### src/rtl/cmp_gpio_pkg.sv
package cmp_gpio_pkg;

    typedef enum logic [1:0] {
        SEL_OUT = 2'd0,
        SEL_DIR = 2'd1,
        SEL_ODC = 2'd2,
        SEL_INP = 2'd3
    } sel_e;

    localparam logic MODE_TOGGLE = 1'b0;
    localparam logic MODE_SETCLR = 1'b1;

endpackage

### src/rtl/cmp_gpio_sync.sv
module cmp_gpio_sync #(
    parameter int W = 16
) (
    input  logic         clk,
    input  logic         rst_n,
    input  logic [W-1:0] d,
    output logic [W-1:0] q
);
    typedef struct packed {
        logic [W-1:0] s1;
        logic [W-1:0] s2;
    } sync_t;

    sync_t st_d, st_q;

    always_comb begin
        st_d.s1 = d;
        st_d.s2 = st_q.s1;
    end

    always_ff @(posedge clk or negedge rst_n) begin
        if (!rst_n) st_q <= '0;
        else        st_q <= st_d;
    end

    assign q = st_q.s2;
endmodule

### src/rtl/cmp_gpio_next.sv
module cmp_gpio_next
    import cmp_gpio_pkg::*;
#(
    parameter int W = 16
) (
    input  logic [W-1:0] out_q,
    input  logic [W-1:0] trig,
    input  logic [W-1:0] mode,
    input  logic [W-1:0] ovf,
    input  logic         cpu_wr,
    input  logic [W-1:0] cpu_data,
    output logic [W-1:0] out_d
);
    // Per-line next value of the output latch; CPU write has top priority.
    for (genvar i = 0; i < W; i++) begin : g_line
        logic hw_val;
        assign hw_val   = (mode[i] == MODE_TOGGLE) ? ~out_q[i] : ~ovf[i];
        assign out_d[i] = cpu_wr  ? cpu_data[i] :
                          trig[i] ? hw_val      : out_q[i];
    end
endmodule

### src/rtl/cmp_gpio_pad.sv
module cmp_gpio_pad #(
    parameter int W = 16
) (
    input  logic [W-1:0] out_q,
    input  logic [W-1:0] dir_q,
    input  logic [W-1:0] odc_q,
    input  logic [W-1:0] in_q,
    output logic [W-1:0] pad_out,
    output logic [W-1:0] pad_oe,
    output logic [W-1:0] cap_data
);
    for (genvar i = 0; i < W; i++) begin : g_pad
        always_comb begin
            if (odc_q[i]) begin
                pad_out[i] = 1'b0;
                pad_oe[i]  = dir_q[i] & ~out_q[i];
            end else begin
                pad_out[i] = out_q[i];
                pad_oe[i]  = dir_q[i];
            end
            cap_data[i] = dir_q[i] ? out_q[i] : in_q[i];
        end
    end
endmodule

### src/rtl/cmp_gpio_port.sv
module cmp_gpio_port
    import cmp_gpio_pkg::*;
#(
    parameter int LINES = 16
) (
    input  logic             clk,
    input  logic             rst_n,
    input  logic             bus_wr,
    input  logic [1:0]       bus_sel,
    input  logic [LINES-1:0] bus_wdata,
    output logic [LINES-1:0] bus_rdata,
    input  logic [LINES-1:0] cmp_trig,
    input  logic [LINES-1:0] cmp_mode,
    input  logic [LINES-1:0] tmr_ovf,
    input  logic [LINES-1:0] pin_in,
    output logic [LINES-1:0] pad_out,
    output logic [LINES-1:0] pad_oe,
    output logic [LINES-1:0] cap_data
);
    typedef struct packed {
        logic [LINES-1:0] outl;
        logic [LINES-1:0] dir;
        logic [LINES-1:0] odc;
        logic [LINES-1:0] rdata;
    } regs_t;

    regs_t            r_d, r_q;
    logic [LINES-1:0] in_q;
    logic [LINES-1:0] out_nxt;
    sel_e             sel;
    logic             wr_out;

    assign sel    = sel_e'(bus_sel);
    assign wr_out = bus_wr && (sel == SEL_OUT);

    cmp_gpio_sync #(.W(LINES)) u_sync (
        .clk   (clk),
        .rst_n (rst_n),
        .d     (pin_in),
        .q     (in_q)
    );

    cmp_gpio_next #(.W(LINES)) u_next (
        .out_q    (r_q.outl),
        .trig     (cmp_trig),
        .mode     (cmp_mode),
        .ovf      (tmr_ovf),
        .cpu_wr   (wr_out),
        .cpu_data (bus_wdata),
        .out_d    (out_nxt)
    );

    cmp_gpio_pad #(.W(LINES)) u_pad (
        .out_q    (r_q.outl),
        .dir_q    (r_q.dir),
        .odc_q    (r_q.odc),
        .in_q     (in_q),
        .pad_out  (pad_out),
        .pad_oe   (pad_oe),
        .cap_data (cap_data)
    );

    always_comb begin
        r_d      = r_q;
        r_d.outl = out_nxt;
        if (bus_wr) begin
            case (sel)
                SEL_DIR: r_d.dir = bus_wdata;
                SEL_ODC: r_d.odc = bus_wdata;
                default: ;  // output latch handled in u_next; input latch read-only
            endcase
        end
        case (sel)
            SEL_OUT: r_d.rdata = r_q.outl;
            SEL_DIR: r_d.rdata = r_q.dir;
            SEL_ODC: r_d.rdata = r_q.odc;
            default: r_d.rdata = in_q;
        endcase
    end

    always_ff @(posedge clk or negedge rst_n) begin
        if (!rst_n) r_q <= '0;
        else        r_q <= r_d;
    end

    assign bus_rdata = r_q.rdata;

    // ---------------- assertions ----------------
    AST_CPU_WINS: assert property (@(posedge clk) disable iff (!rst_n)
        wr_out |=> r_q.outl == $past(bus_wdata))
        else $error("cpu write lost");

    AST_TOGGLE: assert property (@(posedge clk) disable iff (!rst_n)
        !wr_out |=> ((r_q.outl ^ $past(r_q.outl)) & $past(cmp_trig & ~cmp_mode))
                    == $past(cmp_trig & ~cmp_mode))
        else $error("toggle missed");

    AST_SET: assert property (@(posedge clk) disable iff (!rst_n)
        !wr_out |=> (r_q.outl & $past(cmp_trig & cmp_mode & ~tmr_ovf))
                    == $past(cmp_trig & cmp_mode & ~tmr_ovf))
        else $error("set missed");

    AST_CLEAR: assert property (@(posedge clk) disable iff (!rst_n)
        !wr_out |=> (r_q.outl & $past(cmp_trig & cmp_mode & tmr_ovf)) == '0)
        else $error("clear missed");

    AST_HOLD: assert property (@(posedge clk) disable iff (!rst_n)
        !wr_out |=> ((r_q.outl ^ $past(r_q.outl)) & ~$past(cmp_trig)) == '0)
        else $error("latch changed without trigger");

    AST_HIZ: assert property (@(posedge clk) disable iff (!rst_n)
        (pad_oe & ~r_q.dir) == '0)
        else $error("enable on input line");

    AST_OD_NO_HIGH: assert property (@(posedge clk) disable iff (!rst_n)
        ((pad_out & r_q.odc) == '0) && ((pad_oe & r_q.odc & r_q.outl) == '0))
        else $error("open-drain drove high");

    AST_INP_RO: assert property (@(posedge clk) disable iff (!rst_n)
        (bus_wr && sel == SEL_INP) |=> $stable(r_q.dir) && $stable(r_q.odc))
        else $error("read-only write took effect");
endmodule

### config.mk
export PLATFORM = sky130hd
export DESIGN_NAME = cmp_gpio_port
export DESIGN_NICKNAME = d
export VERILOG_FILES = /design/src/rtl/cmp_gpio_pkg.sv /design/src/rtl/cmp_gpio_sync.sv /design/src/rtl/cmp_gpio_next.sv /design/src/rtl/cmp_gpio_pad.sv /design/src/rtl/cmp_gpio_port.sv
export SDC_FILE = /design/constraint.sdc
export NUM_CORES = 1
export LEC_CHECK = 0
export BUFFER_PORTS_ARGS = -buffer_cell sky130_fd_sc_hd__buf_2
export CAP_MARGIN = 20
export CORE_AREA = 3 3 104 106
export CTS_CLUSTER_DIAMETER = 60
export CTS_CLUSTER_SIZE = 20
export DETAILED_ROUTE_END_ITERATION = 12
export DIE_AREA = 0 0 107 109
export MAX_ROUTING_LAYER = met4
export PLACE_DENSITY_LB_ADDON = 0.05
export SLEW_MARGIN = 30
export SYNTH_ARGS = -nofsm -noshare
export SYNTH_HDL_FRONTEND = slang
export SYNTH_HIERARCHICAL = 1
export SYNTH_SLANG_ARGS = --single-unit
### constraint.sdc
create_clock -name clk -period 2.6 [get_ports clk]
set_input_delay 0.39 -clock clk [delete_from_list [all_inputs] [get_ports clk]]
set_output_delay 0.39 -clock clk [all_outputs]
set_load 0.005 [all_outputs]
==> reports/metrics.yaml <==
power_dens_cells_mw_per_mm2: 687
synth_commonest_cells: "96 x sky130_fd_sc_hd__dfrtp_1, 42 x sky130_fd_sc_hd__mux2_2, 36 x sky130_fd_sc_hd__mux2_4"
finalWorstPathRequiredPeriod_ns: 1.65
netlist_area_mm2: 0.00444
max_cap_violations: 0
tightest_slew_ns: 0.599
detail_route.vias_per_cell: 4.96
reg2regPathDepth: 3
io_pins: 149
relSlewSlack_pct: 60.1
synth_async_sr_flop_share_pct: 100
syn_nets: 355
clkSinkCount: 96
min_period_over_period_pct: 63.6
timing.setup.critical_path_class: "register to output port"
critical_path.endpoint_type: "output port"
grt_max_degree: 62
worst_slack_ns: 0.945
wl_per_cell_um: 16.7
ant_nets: 0
layout-area-overhead-vs-synth_pct: 21.3
yosys.cell_count.top_type: "sky130_fd_sc_hd__dfrtp_1"
fmax_mhz: 604
dp_worst_setup_slack_ns: 0.732
synth_area_leader_cell: "sky130_fd_sc_hd__dfrtp_1"
antenna_cells: 0
grt_pass1_wl_um: 14200
critical_path_at_ns: 1.26
cts_setup_buffers: 0
detail_route.drc_violations: 0
globalRoute.totalOverflow: 0
coreArea_mm2: 0.00986
drv_slew: 0
final.hold.worst_slack_ns: 0.142
netlist_instances: 270
setup_repair_after_global_routing_missed_its_margin: "no"
cts_max_level: 3
sequential_cell_area_mm2: 0.00240
cp-start-kind: "register"
detailedPlacementHpwl_um: 6530
synth-warning-count: 6
clk_pin_slew_ns: 0.08
dieWidth_um: 107
cp_cell_sequence: "a21boi_0 -> buf_2"
report.final.hold_viol_count: 0
multiInputGateArea_mm2: 0.00184
maximum_clock_insertion_buffer_count: 2
numCtsBuffers: 9
floorplan.die_area_mm2: 0.0117
finalClockSkew_ns: 0.00472
ir_worst_vdd_mv: 0.444
synth.distinct_cells: 17
synth_area_leaders: "sky130_fd_sc_hd__dfrtp_1 54%, sky130_fd_sc_hd__mux2_4 12%, sky130_fd_sc_hd__mux2_2 11%"
final_net_count: 495
drt-pass1-iter-count: 4
post_route_cells_drive_above_1_share_pct: 62.7
holdCritPathClass: "input pin to register"
p_leak_nw: 2.65
cell_row_count: 36
top_layer: "met4"
postSynth.topFlopCell: "sky130_fd_sc_hd__dfrtp_1"
port_buffers: 148
finalSetupTns_ns: 0
synth_edf_count: 0
wirelength_met1_um: 4160
syn_avg_cell_area_um2: 16.4
yosysTopAreaCellShare_pct: 54.2
crit_path_max_incr_delay_ns: 0.45
critPathMaxFanout: 6
root_buffer: "sky130_fd_sc_hd__clkbuf_8"
clock_tree_from_tritoncts: "done"
total_routing_resource_utilization_after_global_routing_pct: 16.6
antenna_found_initial: 0
status: "finished, final reports clean"
first_global_vias: 2769
critical-path-slowest-cell: "sky130_fd_sc_hd__dfrtp_1"
setup_viol: 0
vias: 2710
finalWirelength_um: 9090
timing.hold.worst_path_depth: 1
floorplan.initialDensity_pct: 45.0
initialDrtViolationCount: 59
met2WireLength_um: 4260
synth-seq-area-share_pct: 54.2
critPathRequiredTime_ns: 2.21
chipHeight_um: 109
detailroute.wirelength.met3_um: 566
gpl.final_weighted_congestion: 0.753
clk-insertion-delay-late_ns: 0.35
synth-seq-cells: 96
filler_cell_count: 839
## critical path, delay by kind of cell (launching register included)
family,cells,cell delay (ns)
AO/OA/AOI/OAI,1,0.29
buffers and inverters,1,0.18
flip-flops,1,0.45
## through the flow
stage	instance area [um^2]	total power, mW	util (%)	cells
finish	5380	3.70	54.6	546
floorplan	4440	2.51	-	270
detailed placement	5200	2.86	52.7	531
CTS	5380	3.76	54.6	546
global route	5380	3.92	54.6	546
global placement	5200	2.84	52.7	531
## cell usage in the layout (no fill, tap or decap)
cell type,instances
sky130_fd_sc_hd__clkbuf_8,12
sky130_fd_sc_hd__o31a_1,1
sky130_fd_sc_hd__inv_1,1
sky130_fd_sc_hd__clkbuf_1,2
sky130_fd_sc_hd__a211oi_1,1
sky130_fd_sc_hd__mux4_1,2
sky130_fd_sc_hd__buf_4,4
sky130_fd_sc_hd__dfrtp_1,96
sky130_fd_sc_hd__nor3b_2,1
sky130_fd_sc_hd__mux4_2,14
sky130_fd_sc_hd__nand2b_1,2
sky130_fd_sc_hd__mux2_2,42
sky130_fd_sc_hd__buf_2,147
sky130_fd_sc_hd__mux2i_1,15
sky130_fd_sc_hd__buf_12,1
sky130_fd_sc_hd__nor2b_1,16
sky130_fd_sc_hd__nand3b_4,2
sky130_fd_sc_hd__dlygate4sd3_1,1
sky130_fd_sc_hd__mux2_4,36
sky130_fd_sc_hd__a21boi_0,17
## flip-flops by register name, indices dropped and copies added (netlist names)
name         cells
bus_rdata       16
u_sync/st_d     16
r_q             48
u_sync/q        16
## layout make-up
class / instances / share of cell area (%)
clock buffers: 14 / 3.21
flip-flops and latches: 96 / 44.6
multi-input cells: 149 / 34.2
well taps: 133 / 3.09
repair buffers: 153 / 14.8
inverters: 1 / 0.0698
## per-layer routing
metal / vias to the layer above / track usage [%]
li1: 1251 / -
met1: 1357 / 21.6
met2: 93 / 25.9
met3: 9 / 4.20
met4: 0 / 4.93
met5: - / -
## final timing paths
kind | end | slack (ns) | startpoint
worst max register to register | r_q[57]$_DFF_PN0_ | 1.44 | r_q[57]$_DFF_PN0_
worst min register to register | u_sync/q[11]$_DFF_PN0_ | 0.35 | u_sync/st_d[11]$_DFF_PN0_
min in group asynchronous | r_q[61]$_DFF_PN0_ | 0.54 | rst_n
max in group asynchronous | u_sync/st_d[6]$_DFF_PN0_ | 1.39 | rst_n
worst max-delay path | pad_oe[7] | 0.95 | r_q[55]$_DFF_PN0_
worst min-delay path | u_sync/st_d[2]$_DFF_PN0_ | 0.14 | pin_in[2]
## power breakdown
group / total (mW) / internal [mW] / switching (mW) / leakage, nW
Clock: 0.881 / 0.418 / 0.464 / 0.0886
Combinational: 0.908 / 0.601 / 0.306 / 1.44
Sequential: 1.91 / 1.71 / 0.199 / 1.13
## kinds of logic (layout without fill, tap and decap cells)
logic type / Yosys count / in the layout / synth area share, %
AOI/OAI and AO/OA: 19 / 19 / 3.24
buffers and inverters: 25 / 168 / 4.46
DFF: 96 / 96 / 54.2
muxes: 109 / 109 / 34.5
and+or+nand+nor: 21 / 21 / 3.61
## timing repair
item                      in CTS  in global routing
hold endpoints to repair      35                  0
hold buffers                   1                  0
resized for setup              0                  0
Power figures use the tool's default switching activity.
